## config.mk

```make
export PLATFORM = sky130hd
export DESIGN_NAME = tick_timer
export DESIGN_NICKNAME = d
export VERILOG_FILES = /design/src/rtl/tick_timer_pkg.sv /design/src/rtl/tick_counter.sv /design/src/rtl/tick_csr.sv /design/src/rtl/tick_timer.sv
export SDC_FILE = /design/constraint.sdc
export NUM_CORES = 1
export LEC_CHECK = 0
export ABC_CLOCK_PERIOD_IN_PS = 2800
export CORE_ASPECT_RATIO = 0.9
export CORE_UTILIZATION = 50
export CTS_CLUSTER_DIAMETER = 200
export CTS_CLUSTER_SIZE = 12
export DETAILED_ROUTE_END_ITERATION = 16
export DONT_BUFFER_PORTS = 1
export GPL_ROUTABILITY_DRIVEN = 0
export MAX_ROUTING_LAYER = met4
export PLACE_DENSITY = 0.69
export SYNTH_ARGS = -nofsm -noshare
export SYNTH_HDL_FRONTEND = slang
export SYNTH_SLANG_ARGS = --single-unit
export TNS_END_PERCENT = 30
```

## constraint.sdc

```tcl
create_clock -name clk -period 2.8 [get_ports clk]
set_input_delay 0.14 -clock clk [delete_from_list [all_inputs] [get_ports clk]]
set_output_delay 0.14 -clock clk [all_outputs]
set_load 0.02 [all_outputs]
```

## src/rtl/tick_timer_pkg.sv

```systemverilog
package tick_timer_pkg;
  localparam int OFF_W = 8;
  localparam logic [OFF_W-1:0] OFF_CTRL = 8'h10;
  localparam logic [OFF_W-1:0] OFF_LOAD = 8'h14;
  localparam logic [OFF_W-1:0] OFF_CURR = 8'h18;
  localparam logic [OFF_W-1:0] OFF_CALB = 8'h1C;
  localparam int BIT_RUN  = 0;
  localparam int BIT_IEN  = 1;
  localparam int BIT_SRC  = 2;
  localparam int BIT_FLAG = 16;

  typedef struct packed {
    logic src;
    logic ien;
    logic run;
  } ctl_t;
endpackage

```

## src/rtl/tick_counter.sv

```systemverilog
module tick_counter #(
  parameter int CNT_W = 24
) (
  input  logic             clk,
  input  logic             rst_n,
  input  logic             tick_en,
  input  logic             load,
  input  logic [CNT_W-1:0] reload_val,
  output logic [CNT_W-1:0] cur_val,
  output logic             zero_hit
);
  localparam logic [CNT_W-1:0] ONE = CNT_W'(1);

  logic [CNT_W-1:0] cur_q;

  always_ff @(posedge clk) begin
    if (!rst_n) begin
      cur_q <= '0;
    end else if (load) begin
      cur_q <= reload_val;
    end else if (tick_en) begin
      if (cur_q == '0) cur_q <= reload_val;
      else             cur_q <= cur_q - ONE;
    end
  end

  assign cur_val  = cur_q;
  assign zero_hit = tick_en && !load && (cur_q == ONE);

  assert_hold_R3: assert property (@(posedge clk) disable iff (!rst_n)
    (!tick_en && !load) |=> $stable(cur_q));
  assert_load_R3: assert property (@(posedge clk) disable iff (!rst_n)
    load |=> (cur_q == $past(reload_val)));
  assert_step_R3: assert property (@(posedge clk) disable iff (!rst_n)
    (tick_en && !load && cur_q != '0) |=> (cur_q == $past(cur_q) - ONE));
  assert_zero_stays_R8: assert property (@(posedge clk) disable iff (!rst_n)
    (tick_en && !load && cur_q == '0 && reload_val == '0) |=> (cur_q == '0));
endmodule

```

## src/rtl/tick_csr.sv

```systemverilog
module tick_csr
  import tick_timer_pkg::*;
#(
  parameter int               ADDR_W  = 8,
  parameter int               CNT_W   = 24,
  parameter logic [CNT_W-1:0] CAL_VAL = '0
) (
  input  logic              clk,
  input  logic              rst_n,
  input  logic              ref_tick,
  input  logic              bus_wr,
  input  logic              bus_rd,
  input  logic [ADDR_W-1:0] bus_addr,
  input  logic [31:0]       bus_wdata,
  input  logic [CNT_W-1:0]  cur_val,
  input  logic              zero_hit,
  output logic [31:0]       bus_rdata,
  output logic [CNT_W-1:0]  reload_val,
  output logic              tick_en,
  output logic              load,
  output logic              tick_irq
);
  localparam int PAD_W = 32 - CNT_W;

  ctl_t             ctl_q;
  logic             flag_q;
  logic [CNT_W-1:0] reload_q;
  logic             irq_q;

  logic sel_ctrl, sel_load, sel_curr, sel_calb;
  logic wr_ctrl, wr_load, wr_curr, rd_ctrl;
  logic src_change;

  assign sel_ctrl = (bus_addr == ADDR_W'(OFF_CTRL));
  assign sel_load = (bus_addr == ADDR_W'(OFF_LOAD));
  assign sel_curr = (bus_addr == ADDR_W'(OFF_CURR));
  assign sel_calb = (bus_addr == ADDR_W'(OFF_CALB));

  assign wr_ctrl = bus_wr && sel_ctrl;
  assign wr_load = bus_wr && sel_load;
  assign wr_curr = bus_wr && sel_curr;
  assign rd_ctrl = bus_rd && sel_ctrl;

  assign src_change = (bus_wdata[BIT_SRC] != ctl_q.src);

  // Register writes take priority over the tick in their cycle.
  assign tick_en = ctl_q.run && (ctl_q.src || ref_tick) && !wr_ctrl && !wr_curr;
  assign load    = (wr_ctrl && bus_wdata[BIT_RUN] && (!ctl_q.run || src_change))
                || (wr_curr && ctl_q.run);

  always_ff @(posedge clk) begin
    if (!rst_n) begin
      ctl_q    <= '0;
      flag_q   <= 1'b0;
      reload_q <= '0;
      irq_q    <= 1'b0;
    end else begin
      irq_q <= zero_hit && ctl_q.ien;
      if (wr_ctrl) begin
        ctl_q.run <= bus_wdata[BIT_RUN];
        ctl_q.ien <= bus_wdata[BIT_IEN];
        ctl_q.src <= bus_wdata[BIT_SRC];
      end
      if (wr_load) reload_q <= bus_wdata[CNT_W-1:0];
      if (zero_hit)                flag_q <= 1'b1;
      else if (rd_ctrl || wr_curr) flag_q <= 1'b0;
    end
  end

  always_comb begin
    bus_rdata = '0;
    if (bus_rd) begin
      if (sel_ctrl) begin
        bus_rdata[BIT_RUN]  = ctl_q.run;
        bus_rdata[BIT_IEN]  = ctl_q.ien;
        bus_rdata[BIT_SRC]  = ctl_q.src;
        bus_rdata[BIT_FLAG] = flag_q;
      end else if (sel_load) begin
        bus_rdata = {{PAD_W{1'b0}}, reload_q};
      end else if (sel_curr) begin
        bus_rdata = ctl_q.run ? {{PAD_W{1'b0}}, cur_val} : '0;
      end else if (sel_calb) begin
        bus_rdata = {{PAD_W{1'b0}}, CAL_VAL};
      end
    end
  end

  assign reload_val = reload_q;
  assign tick_irq   = irq_q;

  assert_flag_set_R4: assert property (@(posedge clk) disable iff (!rst_n)
    zero_hit |=> flag_q);
  assert_rd_clear_R2: assert property (@(posedge clk) disable iff (!rst_n)
    (rd_ctrl && !zero_hit) |=> !flag_q);
  assert_curr_wr_clear_R5: assert property (@(posedge clk) disable iff (!rst_n)
    wr_curr |=> !flag_q);
  assert_irq_pulse_R4: assert property (@(posedge clk) disable iff (!rst_n)
    tick_irq |=> !tick_irq);
  assert_irq_gated_R4: assert property (@(posedge clk) disable iff (!rst_n)
    tick_irq |-> $past(ctl_q.ien));
  assert_no_tick_on_write_R11: assert property (@(posedge clk) disable iff (!rst_n)
    (wr_ctrl || wr_curr) |-> !tick_en);
endmodule

```

## src/rtl/tick_timer.sv

```systemverilog
module tick_timer #(
  parameter int               ADDR_W  = 8,
  parameter int               CNT_W   = 24,
  parameter logic [CNT_W-1:0] CAL_VAL = 24'h0F423F
) (
  input  logic              clk,
  input  logic              rst_n,
  input  logic              ref_tick,
  input  logic              bus_wr,
  input  logic              bus_rd,
  input  logic [ADDR_W-1:0] bus_addr,
  input  logic [31:0]       bus_wdata,
  output logic [31:0]       bus_rdata,
  output logic              tick_irq
);
  logic [CNT_W-1:0] cur_val;
  logic [CNT_W-1:0] reload_val;
  logic             tick_en;
  logic             load;
  logic             zero_hit;

  tick_csr #(.ADDR_W(ADDR_W), .CNT_W(CNT_W), .CAL_VAL(CAL_VAL)) u_csr (
    .clk        (clk),
    .rst_n      (rst_n),
    .ref_tick   (ref_tick),
    .bus_wr     (bus_wr),
    .bus_rd     (bus_rd),
    .bus_addr   (bus_addr),
    .bus_wdata  (bus_wdata),
    .cur_val    (cur_val),
    .zero_hit   (zero_hit),
    .bus_rdata  (bus_rdata),
    .reload_val (reload_val),
    .tick_en    (tick_en),
    .load       (load),
    .tick_irq   (tick_irq)
  );

  tick_counter #(.CNT_W(CNT_W)) u_cnt (
    .clk        (clk),
    .rst_n      (rst_n),
    .tick_en    (tick_en),
    .load       (load),
    .reload_val (reload_val),
    .cur_val    (cur_val),
    .zero_hit   (zero_hit)
  );
endmodule

```

==> results of run 1 <==
==> flip-flops by register name (all words and copies together) (netlist names) <==
signal and count:
u_csr.flag_q 1, u_csr.ctl_q 3, u_csr.tick_irq 1, u_csr.reload_val 24, u_cnt.cur_val 24
==> placed cells by master (no fill, tap or decap), drive strengths merged, types with 2 or more instances in the layout <==
cell type     n
a211oi        2
mux2i        12
o22ai         3
or3           3
and2          3
a2bb2oi       2
clkinv        3
dlygate4sd3  25
a21oi        38
nor2         49
nand3        29
and3          6
o21ai        32
conb          8
nand4         4
o311ai        2
clkbuf        6
nand2b        3
dfxtp        53
nor4          6
ha            3
o211ai        4
a221oi        9
nor3         16
buf          23
a31oi         5
inv           5
or4           4
a22oi        13
nor4b         2
nand2        69
==> report_power, final <==
part	total (mW)	switching (mW)	leakage (nW)	internal, mW
Clock	0.427	0.253	0.0450	0.174
Combinational	0.0837	0.0480	0.817	0.0357
Sequential	0.754	0.000578	0.427	0.754
Total	1.26	0.301	1.29	0.964
==> logic make-up (layout without fill, tap and decap cells) <==
family,after synthesis,after routing
AO/OA/AOI/OAI,119,119
adder cells (fa/ha/maj),3,3
other,1,8
multiplexers,12,12
flip-flops,53,53
XOR/XNOR,1,1
buffers and inverters,45,62
AND/OR/NAND/NOR,197,197
==> how the worst min path moves through the flow <==
| stage | slack [ns] | to | start |
|---|---|---|---|
| after floorplan | 0.28 | u_csr.reload_val[2]$_SDFFE_PN0P_ | bus_wdata[2] |
| after global placement | 0.27 | u_csr.tick_irq$_SDFF_PN0_ | rst_n |
| after detailed placement | 0.27 | u_csr.tick_irq$_SDFF_PN0_ | rst_n |
| after CTS | 0.003 | u_cnt.cur_val[3]$_SDFFE_PN0P_ | rst_n |
| after global routing | 0.004 | u_cnt.cur_val[10]$_SDFFE_PN0P_ | rst_n |
| final | -0.002 | u_cnt.cur_val[10]$_SDFFE_PN0P_ | rst_n |
==> through the flow <==
stage | worst slack (ns) | util | std cells | instance area (um2)
floorplan | 0.826 | - | 438 | 3220
global placement | 0.656 | 0.540 | 509 | 3320
detailed placement | 0.614 | 0.540 | 509 | 3320
CTS | 0.615 | 0.594 | 542 | 3650
global route | 0.431 | 0.594 | 542 | 3650
finish | 0.576 | 0.594 | 542 | 3650
==> routing by layer <==
metal	wire length (um)	global-route usage
met5	0	-
met4	215	0.105
met3	739	0.0468
met2	4300	0.484
met1	4140	0.389
==> worst max-delay path, delay by kind of cell, from the launching register on <==
| family | cells | cell delay [ns] |
|---|---|---|
| AOI/OAI and AO/OA | 3 | 0.68 |
| DFF | 1 | 0.39 |
| and+or+nand+nor | 3 | 1.09 |
==> area by class of cell <==
cell class / instances / area, um2
repair buffers: 48 / 435
multi-input cells: 340 / 1940
fillers: 574 / 2500
clock buffers: 6 / 72.6
inverters: 6 / 22.5
well taps: 87 / 109
clock inverters: 2 / 10.0
flip-flops and latches: 53 / 1060
==> what timing repair did <==
action | 4_1_cts | 5_1_grt
hold buffers | 25 | 0
setup buffers | 0 | 0
hold endpoints to repair | 39 | 0
==> run_results.csv, run 1 <==
group,metric,value,unit
die,num_rows,27,
worst_setup_path,r2r_start,"u_cnt.cur_val[18]$_SDFFE_PN0P_",
yosys,synth_top_area_share,0.332,
yosys,avgSynthCellArea,7.41,um2
routing,drt-total-wl,9390,um
sta,hold_violations,1,
die,dieHeight,77.8,um
cts,cts.clk_slew.worst_paths,0.10,ns
yosys,yosysTopAreaCell,"dfxtp_1",
pwr,total_power,1.26,mW
worst_setup_path,slowest_stage,"or3_1",
global_routing,grt_max_degree,35,
cts,post_cts_resized,0,
worst_setup_path,cp-start-kind,"flop",
routing,routedWlPerCell,17.3,um
yosys,synthAdderAreaFrac,0.0118,
yosys,yosysUniqueCellTypes,54,
yosys,synthCells,431,
worst_setup_path,worstSetupPathType,"flop to flop",
yosys,ys_warn_count,0,
worst_setup_path,r2r_slack,0.58,ns
yosys,netlist_top_cells_area,"dfxtp_1, nand2_1, a21oi_1, nor2_1, nand3_1",
yosys,synth_compound_area_frac,0.241,
status,status,"finished, violations left",
yosys,synth_seq_cells,53,
yosys,synth_common_cells,"nand2_1, dfxtp_1, nor2_1, a21oi_1, nand3_1",
pwr,vdd_ir_drop_max,0.000292,V
sta,slew_headroom,0.272,
worst_setup_path,cpPeakStageDelay,0.55,ns
routing,antenna_left,0,
yosys,synth_area,3190,um2
sta,whs,-0.00245,ns
yosys,synth_top_family_by_area,"simple AND/OR/NAND/NOR gates",
global_routing,track_usage,0.303,
sta,rsz0062_at_grt,"false",
worst_setup_path,r2r-end,"u_cnt.cur_val[21]$_SDFFE_PN0P_",
sta,slew_violations,0,
die,start_util,0.519,
worst_setup_path,end_kind,"flop",
cts,cts_buffer_depth,2,
sta,finalSetupTns,0,ns
sta,skew,0.0114,ns
worst_setup_path,path_cells,"nor4_2 > nand4_1 > or3_1 > o21ai_4 > a22oi_1 > a21oi_1",
sta,setup_viol_count_final,0,
routing,viasPerCell,6.12,
cells_and_area,drive_gt1_frac,0.0989,
yosys,synthMuxAreaShare,0.0376,
global_routing,grt_pass1_vias,3088,
cts,cts_tree,"built",
sta,tightestPinTransition,1.09,ns
cts,cts_buffers,5,
placed_design,dp_hpwl,6240,um
cells_and_area,fin_nets,502,
yosys,synthSimpleGateAreaFrac,0.305,
worst_setup_path,required,3.05,ns
routing,via_count,3317,
worst_hold_path,whs_path_depth,2,
cells_and_area,diodes,0,
worst_setup_path,cp.arrival,2.47,ns
cts,cts_sinks,53,
sta,finalCriticalPeriod,2.22,ns
yosys,synth.most_common_cell,"nand2_1",
worst_setup_path,r2r_cells,6,
yosys,synth-async-reset-ratio,0,
cts,htree_levels,2,
sta,fmax,450,MHz
cells_and_area,area_growth,14.3,%
run,maxCapViolCount,0,
worst_setup_path,path_max_fanout,10,
die,fp.coreArea,6150,um2
die,die_w,86.2,um
routing,drtPass1Iterations,5,
global_routing,grt_first_pass_wirelength,15400,um
status,failed_checks,"negative hold slack",
cts,clk_latency,0.31,ns
worst_setup_path,endpoint,"u_cnt.cur_val[21]$_SDFFE_PN0P_",
yosys,synth_edf_count,0,
die,dieArea,6710,um2
routing,drt-initial-drc-count,234,
placed_design,numPortBuffers,0,
worst_hold_path,hold_class,"primary input to flop",
sta,post-route-period-util,0.794,
die,io_pins,78,
pwr,p_leak,1.29,nW
cts,cts_root_buf,"clkbuf_8",
global_routing,antenna_found_initial,0,
yosys,ys_seq_area_frac,0.332,
global_routing,grt_overflow_total,0,
yosys,synth_xor_area_frac,0.00274,
yosys,synth_flop_cell,"dfxtp_1",
routing,drc_errors,0,
pwr,powerDensity,346,nW/um2
worst_setup_path,worstSetupStartpoint,"u_cnt.cur_val[18]$_SDFFE_PN0P_",
(Power assumes the default switching activity.)
==> run 2: changes to the inputs <==
- ABC_AREA: not set -> 1
- ABC_CLOCK_PERIOD_IN_PS: 2800 -> 2100
- clock period: 2.8 -> 2.1 ns (I/O delays scaled with it)
==> run 2 against run 1 <==
The flow still finishes with violations (negative hold slack); critical path depth decreased by 2; synthesized area increased by 15%; global-route usage decreased by 0.58 points; largest cell class unchanged; synthesized cell count increased by 39%.
==> run_results.csv, run 2 <==
group,metric,value,unit
global_routing,track_usage,0.297,
global_routing,grt_max_degree,49,
cts,cts_tree,"built",
sta,setup_viol_count_final,0,
die,num_rows,29,
yosys,yosysUniqueCellTypes,30,
cells_and_area,mostFrequentLayoutCells,"nand2_1, inv_1, nand3_1, a21oi_1, dfxtp_1",
routing,antenna_left,0,
sta,post-route-period-util,0.928,
cells_and_area,layout_commonest_cell,"nand2_1",
worst_hold_path,hold_class,"primary input to flop",
global_routing,grt_first_pass_wirelength,17700,um
status,failed_checks,"negative hold slack",
run,maxCapViolCount,0,
yosys,synth_top_area_share,0.290,
pwr,vdd_ir_drop_max,0.000351,V
yosys,synth_xor_area_frac,0.0335,
sta,tightestPinTransition,0.957,ns
cells_and_area,diodes,0,
routing,via_count,3931,
sta,slew_headroom,0.360,
sta,rsz0062_at_grt,"false",
worst_setup_path,required,2.35,ns
cts,cts.clk_slew.worst_paths,0.10,ns
routing,routedWlPerCell,15.0,um
yosys,synthAdderAreaFrac,0.0103,
die,fp.coreArea,7080,um2
yosys,synth_top_family_by_area,"simple AND/OR/NAND/NOR gates",
routing,drt-total-wl,10700,um
yosys,synthSimpleGateAreaFrac,0.337,
routing,drt-initial-drc-count,397,
yosys,avgSynthCellArea,6.10,um2
yosys,synth_seq_cells,53,
cts,post_cts_buffers,0,
worst_setup_path,cpPeakStageDelay,1.17,ns
global_routing,grt_pass1_vias,3706,
die,dieArea,7670,um2
die,die_w,92.2,um
sta,hold_violations,1,
cts,cts_buffers,5,
worst_setup_path,critPathTopFamily,"buffers and inverters",
yosys,netlist_top_cells_area,"dfxtp_1, nand2_1, nand3_1, inv_1, a21oi_1",
cells_and_area,drive_gt1_frac,0.0697,
routing,drt-met1-wl,4810,um
yosys,synth.most_common_cell,"nand2_1",
yosys,synth_edf_count,0,
routing,drc_errors,0,
die,io_pins,78,
worst_setup_path,end_kind,"flop",
sta,slew_violations,0,
yosys,synth_flop_cell,"dfxtp_1",
worst_setup_path,slowest_stage,"dlygate4sd3_1",
worst_setup_path,path_max_fanout,31,
routing,routed.top_layer,"met4",
status,status,"finished, violations left",
yosys,yosysTopAreaCell,"dfxtp_1",
cells_and_area,fin_nets,664,
routing,drtPass1Iterations,5,
yosys,synth_common_cells,"nand2_1, inv_1, nand3_1, a21oi_1, dfxtp_1",
yosys,synth_area,3660,um2
global_routing,grt_overflow_total,0,
sta,skew,0.0108,ns
worst_setup_path,cp-start-kind,"primary input",
global_routing,antenna_found_initial,0,
yosys,ys_warn_count,0,
routing,dr_wl_met2,4650,um
cts,cts_buffer_depth,2,
routing,wl_met3,975,um
placed_design,dp_hpwl,7730,um
cts,htree_levels,2,
worst_setup_path,crit_buf_inv,2,
die,dieHeight,83.2,um
cts,clk_latency,0.32,ns
sta,fmax,513,MHz
pwr,powerDensity,456,nW/um2
yosys,synth_compound_area_frac,0.176,
yosys,synthMuxAreaShare,0,
sta,finalSetupTns,0,ns
sta,finalCriticalPeriod,1.95,ns
worst_setup_path,worstSetupPathType,"primary input to flop",
cells_and_area,fin_util,0.571,
cts,cts_sinks,53,
yosys,synthCells,600,
worst_setup_path,path_cells,"dlygate4sd3_1 > o21ai_0 > dlygate4sd3_1 > a21oi_1",
cts,cts_root_buf,"clkbuf_8",
cells_and_area,area_growth,10.4,%
worst_setup_path,cpMostUsedCell,"dlygate4sd3_1",
sta,whs,-0.00612,ns
placed_design,numPortBuffers,0,
worst_setup_path,cp.arrival,2.20,ns
die,start_util,0.517,
routing,viasPerCell,5.54,
yosys,synth-async-reset-ratio,0,
pwr,p_leak,2.07,nW
yosys,ys_seq_area_frac,0.290,
run 2: final timing paths:
check | from | endpoint | slack (ns) | cells past startpoint
setup / recovery | rst_n | u_csr.ctl_q[2]$_SDFFE_PN0P_ | 0.15 | 4
setup reg to reg | u_cnt.cur_val[0]$_SDFFE_PN0P_ | u_cnt.cur_val[3]$_SDFFE_PN0P_ | 0.21 | 12
hold / removal | bus_wdata[16] | u_csr.reload_val[16]$_SDFFE_PN0P_ | -0.006 | 2
hold reg to reg | u_csr.reload_val[12]$_SDFFE_PN0P_ | u_csr.reload_val[12]$_SDFFE_PN0P_ | 0.49 | 2
run 2: final cells by class:
class,instances,area [um2]
Fill cell,704,3040
Multi-Input combinational cell,427,2080
Sequential cell,53,1060
Inverter,93,349
Timing Repair Buffer,36,318
Tap cell,93,116
Clock buffer,6,72.6
Clock inverter,2,38.8
run 2: power breakdown:
| part | leakage, nW | switching, mW | internal [mW] |
|---|---|---|---|
| Clock | 0.0554 | 0.354 | 0.359 |
| Combinational | 1.59 | 0.0761 | 0.0449 |
| Sequential | 0.427 | 0.000801 | 1.01 |
| Total | 2.07 | 0.431 | 1.41 |
run 2: logic make-up (layout without fill, tap and decap cells):
family,Yosys count,count (layout)
simple gates,281,281
buf+inv,127,137
compound gates,121,121
flops,53,53
xor+xnor,14,14
fa+ha+maj,3,3
other cells,1,8
run 2: stage by stage:
step	setup slack, ns	hold slack, ns	cells	total power, mW	area, um2
2_1_floorplan	0.510	0.260	607	1.11	3690
3_3_place_gp	0.106	0.246	683	1.11	3720
3_5_place_dp	0.0348	0.251	683	1.11	3720
4_1_cts	0.0203	0.00360	710	1.84	4030
6_report	0.152	-0.00612	710	1.84	4040
5_1_grt	0.00350	0.0113	710	1.88	4040
run 2: timing repair:
action,CTS,global route
hold endpoints to repair,32,0
gates resized for setup,0,4
hold buffers,19,0
endpoints found under the setup margin,0,22
run 2: per-layer routing:
layer	vias to the layer above	global-route usage
met5	-	-
met4	0	0.0994
met3	20	0.0522
met2	185	0.444
met1	1784	0.405
li1	1942	-
==> run 3: changes to the inputs <==
- REMOVE_ABC_BUFFERS: not set -> 1
==> run 3 against run 2 <==
The run now ends clean; highest routed layer unchanged; cell area is 2.7% higher; hold slack better by 0.0072 ns; cell count is 2.4% higher; wire length is 2.5% lower.
==> run_results.csv, run 3 (synthesis gave the netlist of run 2 again) <==
group,metric,value,unit
status,status,"finished, final reports clean",
cts,cts.clk_slew.worst_paths,0.11,ns
pwr,combinationalPowerShare,0.071,
worst_setup_path,required,2.28,ns
cts,cts_tree,"built",
die,die_w,92.2,um
worst_setup_path,cp.arrival,2.02,ns
pwr,power.internal,1.29,mW
pwr,vdd_ir_drop_max,0.000270,V
die,dieArea,7670,um2
sta,tightestPinTransition,1.18,ns
routing,via_count,3959,
cells_and_area,fill_cells,715,
routing,viasPerCell,5.45,
die,num_rows,29,
global_routing,track_usage,0.289,
cells_and_area,multi_input_area,2080,um2
global_routing,grt_overflow_total,0,
pwr,p_clk_frac,0.355,
pwr,power_switching_share,0.263,
sta,skew,0.0122,ns
sta,finalCriticalPeriod,1.84,ns
cells_and_area,diodes,0,
cts,cts_root_buf,"clkbuf_8",
placed_design,place_ws,0.0690,ns
cells_and_area,fin_nets,681,
placed_design,numPortBuffers,0,
pwr,p_leak,2.16,nW
global_routing,antenna_found_initial,0,
cells_and_area,drive_gt1_frac,0.0899,
pwr,switchingPower,0.461,mW
die,io_pins,78,
worst_setup_path,path_max_fanout,8,
routing,drtPass1Iterations,6,
worst_setup_path,worstSetupPathType,"flop to flop",
sta,fmax,544,MHz
cts,cts_sinks,53,
pwr,p_seq_frac,0.574,
pwr,powerDensity,423,nW/um2
sta,post-route-period-util,0.875,
cts,cts_buffers,5,
sta,slew_violations,0,
routing,drc_errors,0,
routing,drt-total-wl,10400,um
sta,finalSetupTns,0,ns
die,fp.coreArea,7080,um2
global_routing,grt_pass1_vias,3777,
sta,slew_headroom,0.215,
sta,hold_violations,0,
cells_and_area,seq_area,1060,um2
cts,htree_levels,2,
die,dieHeight,83.2,um
routing,antenna_left,0,
worst_hold_path,hold_class,"primary input to flop",
cts,cts_buffer_depth,2,
sta,rsz0062_at_grt,"false",
worst_setup_path,end_kind,"flop",
global_routing,grt_first_pass_wirelength,17300,um
sta,setup_viol_count_final,0,
routing,routedWlPerCell,14.3,um
cells_and_area,layout_commonest_cell,"nand2_1",
cells_and_area,mostFrequentLayoutCells,"nand2_1, inv_1, nand3_1, a21oi_1, dfxtp_1",
cells_and_area,area_growth,13.3,%
global_routing,grt_max_degree,33,
cts,clk_latency,0.33,ns
run,maxCapViolCount,0,
worst_setup_path,cp-start-kind,"flop",
placed_design,dp_hpwl,7350,um
sta,fin_ws,0.263,ns
routing,drt-initial-drc-count,307,
die,start_util,0.517,
## run 3: cell count changes in the layout (fill, tap and decap cells not counted), sizes merged
cell / previous run / this run
bufinv: 1 / 0
clkinvlp: 0 / 1
dlymetal6s4s: 0 / 1
clkbuf: 6 / 5
buf: 17 / 31
inv: 93 / 94
dlygate4sd3: 19 / 21
## run 3: repair_timing
item,in CTS,in global routing
buffers inserted,0,0
resized for setup,0,3
setup endpoints to repair,0,23
endpoints found under the hold margin,33,0
hold buffers,22,0
## run 3: routing by layer
metal  track usage  share of wire
met1         0.369           0.44
met2         0.467           0.46
met3        0.0375          0.071
met4         0.109          0.024
met5             -              0
## run 3: path summary, 6_finish.rpt
| path | depth (start not counted) | end | startpoint | slack, ns |
|---|---|---|---|---|
| max reg2reg | 11 | u_cnt.cur_val[20]$_SDFFE_PN0P_ | u_cnt.cur_val[0]$_SDFFE_PN0P_ | 0.26 |
| max | 11 | u_cnt.cur_val[20]$_SDFFE_PN0P_ | u_cnt.cur_val[0]$_SDFFE_PN0P_ | 0.26 |
| min reg2reg | 2 | u_csr.reload_val[12]$_SDFFE_PN0P_ | u_csr.reload_val[12]$_SDFFE_PN0P_ | 0.48 |
| min | 2 | u_csr.reload_val[18]$_SDFFE_PN0P_ | bus_wdata[18] | 0.001 |
## run 3: area by class of cell
type | instances | share of cell area
clock buffers | 5 | 0.0166
clock inverters | 3 | 0.00513
inverters | 93 | 0.0842
multi-input cells | 427 | 0.500
flip-flops and latches | 53 | 0.256
well taps | 93 | 0.0281
repair buffers | 53 | 0.110
## run 3: power by group through the flow
stage	sequential, mW	combinational [mW]	clock (mW)
6_report	1.01	0.124	0.622
5_1_grt	1.01	0.138	0.664
4_1_cts	1.01	0.123	0.627
3_5_place_dp	1.03	0.0812	0
3_3_place_gp	1.03	0.0800	0
2_1_floorplan	1.03	0.0644	0
## run 3: worst max-delay path, cell delays in order (launching register included)
cell and delay (ns):
dfxtp_1 0.36, inv_2 0.15, ha_1 0.26, nand2_1 0.10, nor2_1 0.29, nand3_1 0.14, nand2_1 0.09, nand2_1 0.05
inv_1 0.04, nand2_1 0.05, nand3_1 0.08, a21oi_1 0.07
## run 3: per-stage QoR
step / utilization / total power, mW / hold WS (ns) / instances / cell area, um2
2_1_floorplan: - / 1.09 / 0.231 / 573 / 3480
3_3_place_gp: 0.541 / 1.11 / 0.242 / 697 / 3830
3_5_place_dp: 0.541 / 1.11 / 0.249 / 697 / 3830
4_1_cts: 0.585 / 1.76 / 0.00140 / 727 / 4140
5_1_grt: 0.586 / 1.81 / 0.0189 / 727 / 4150
6_report: 0.586 / 1.75 / 0.00110 / 727 / 4150
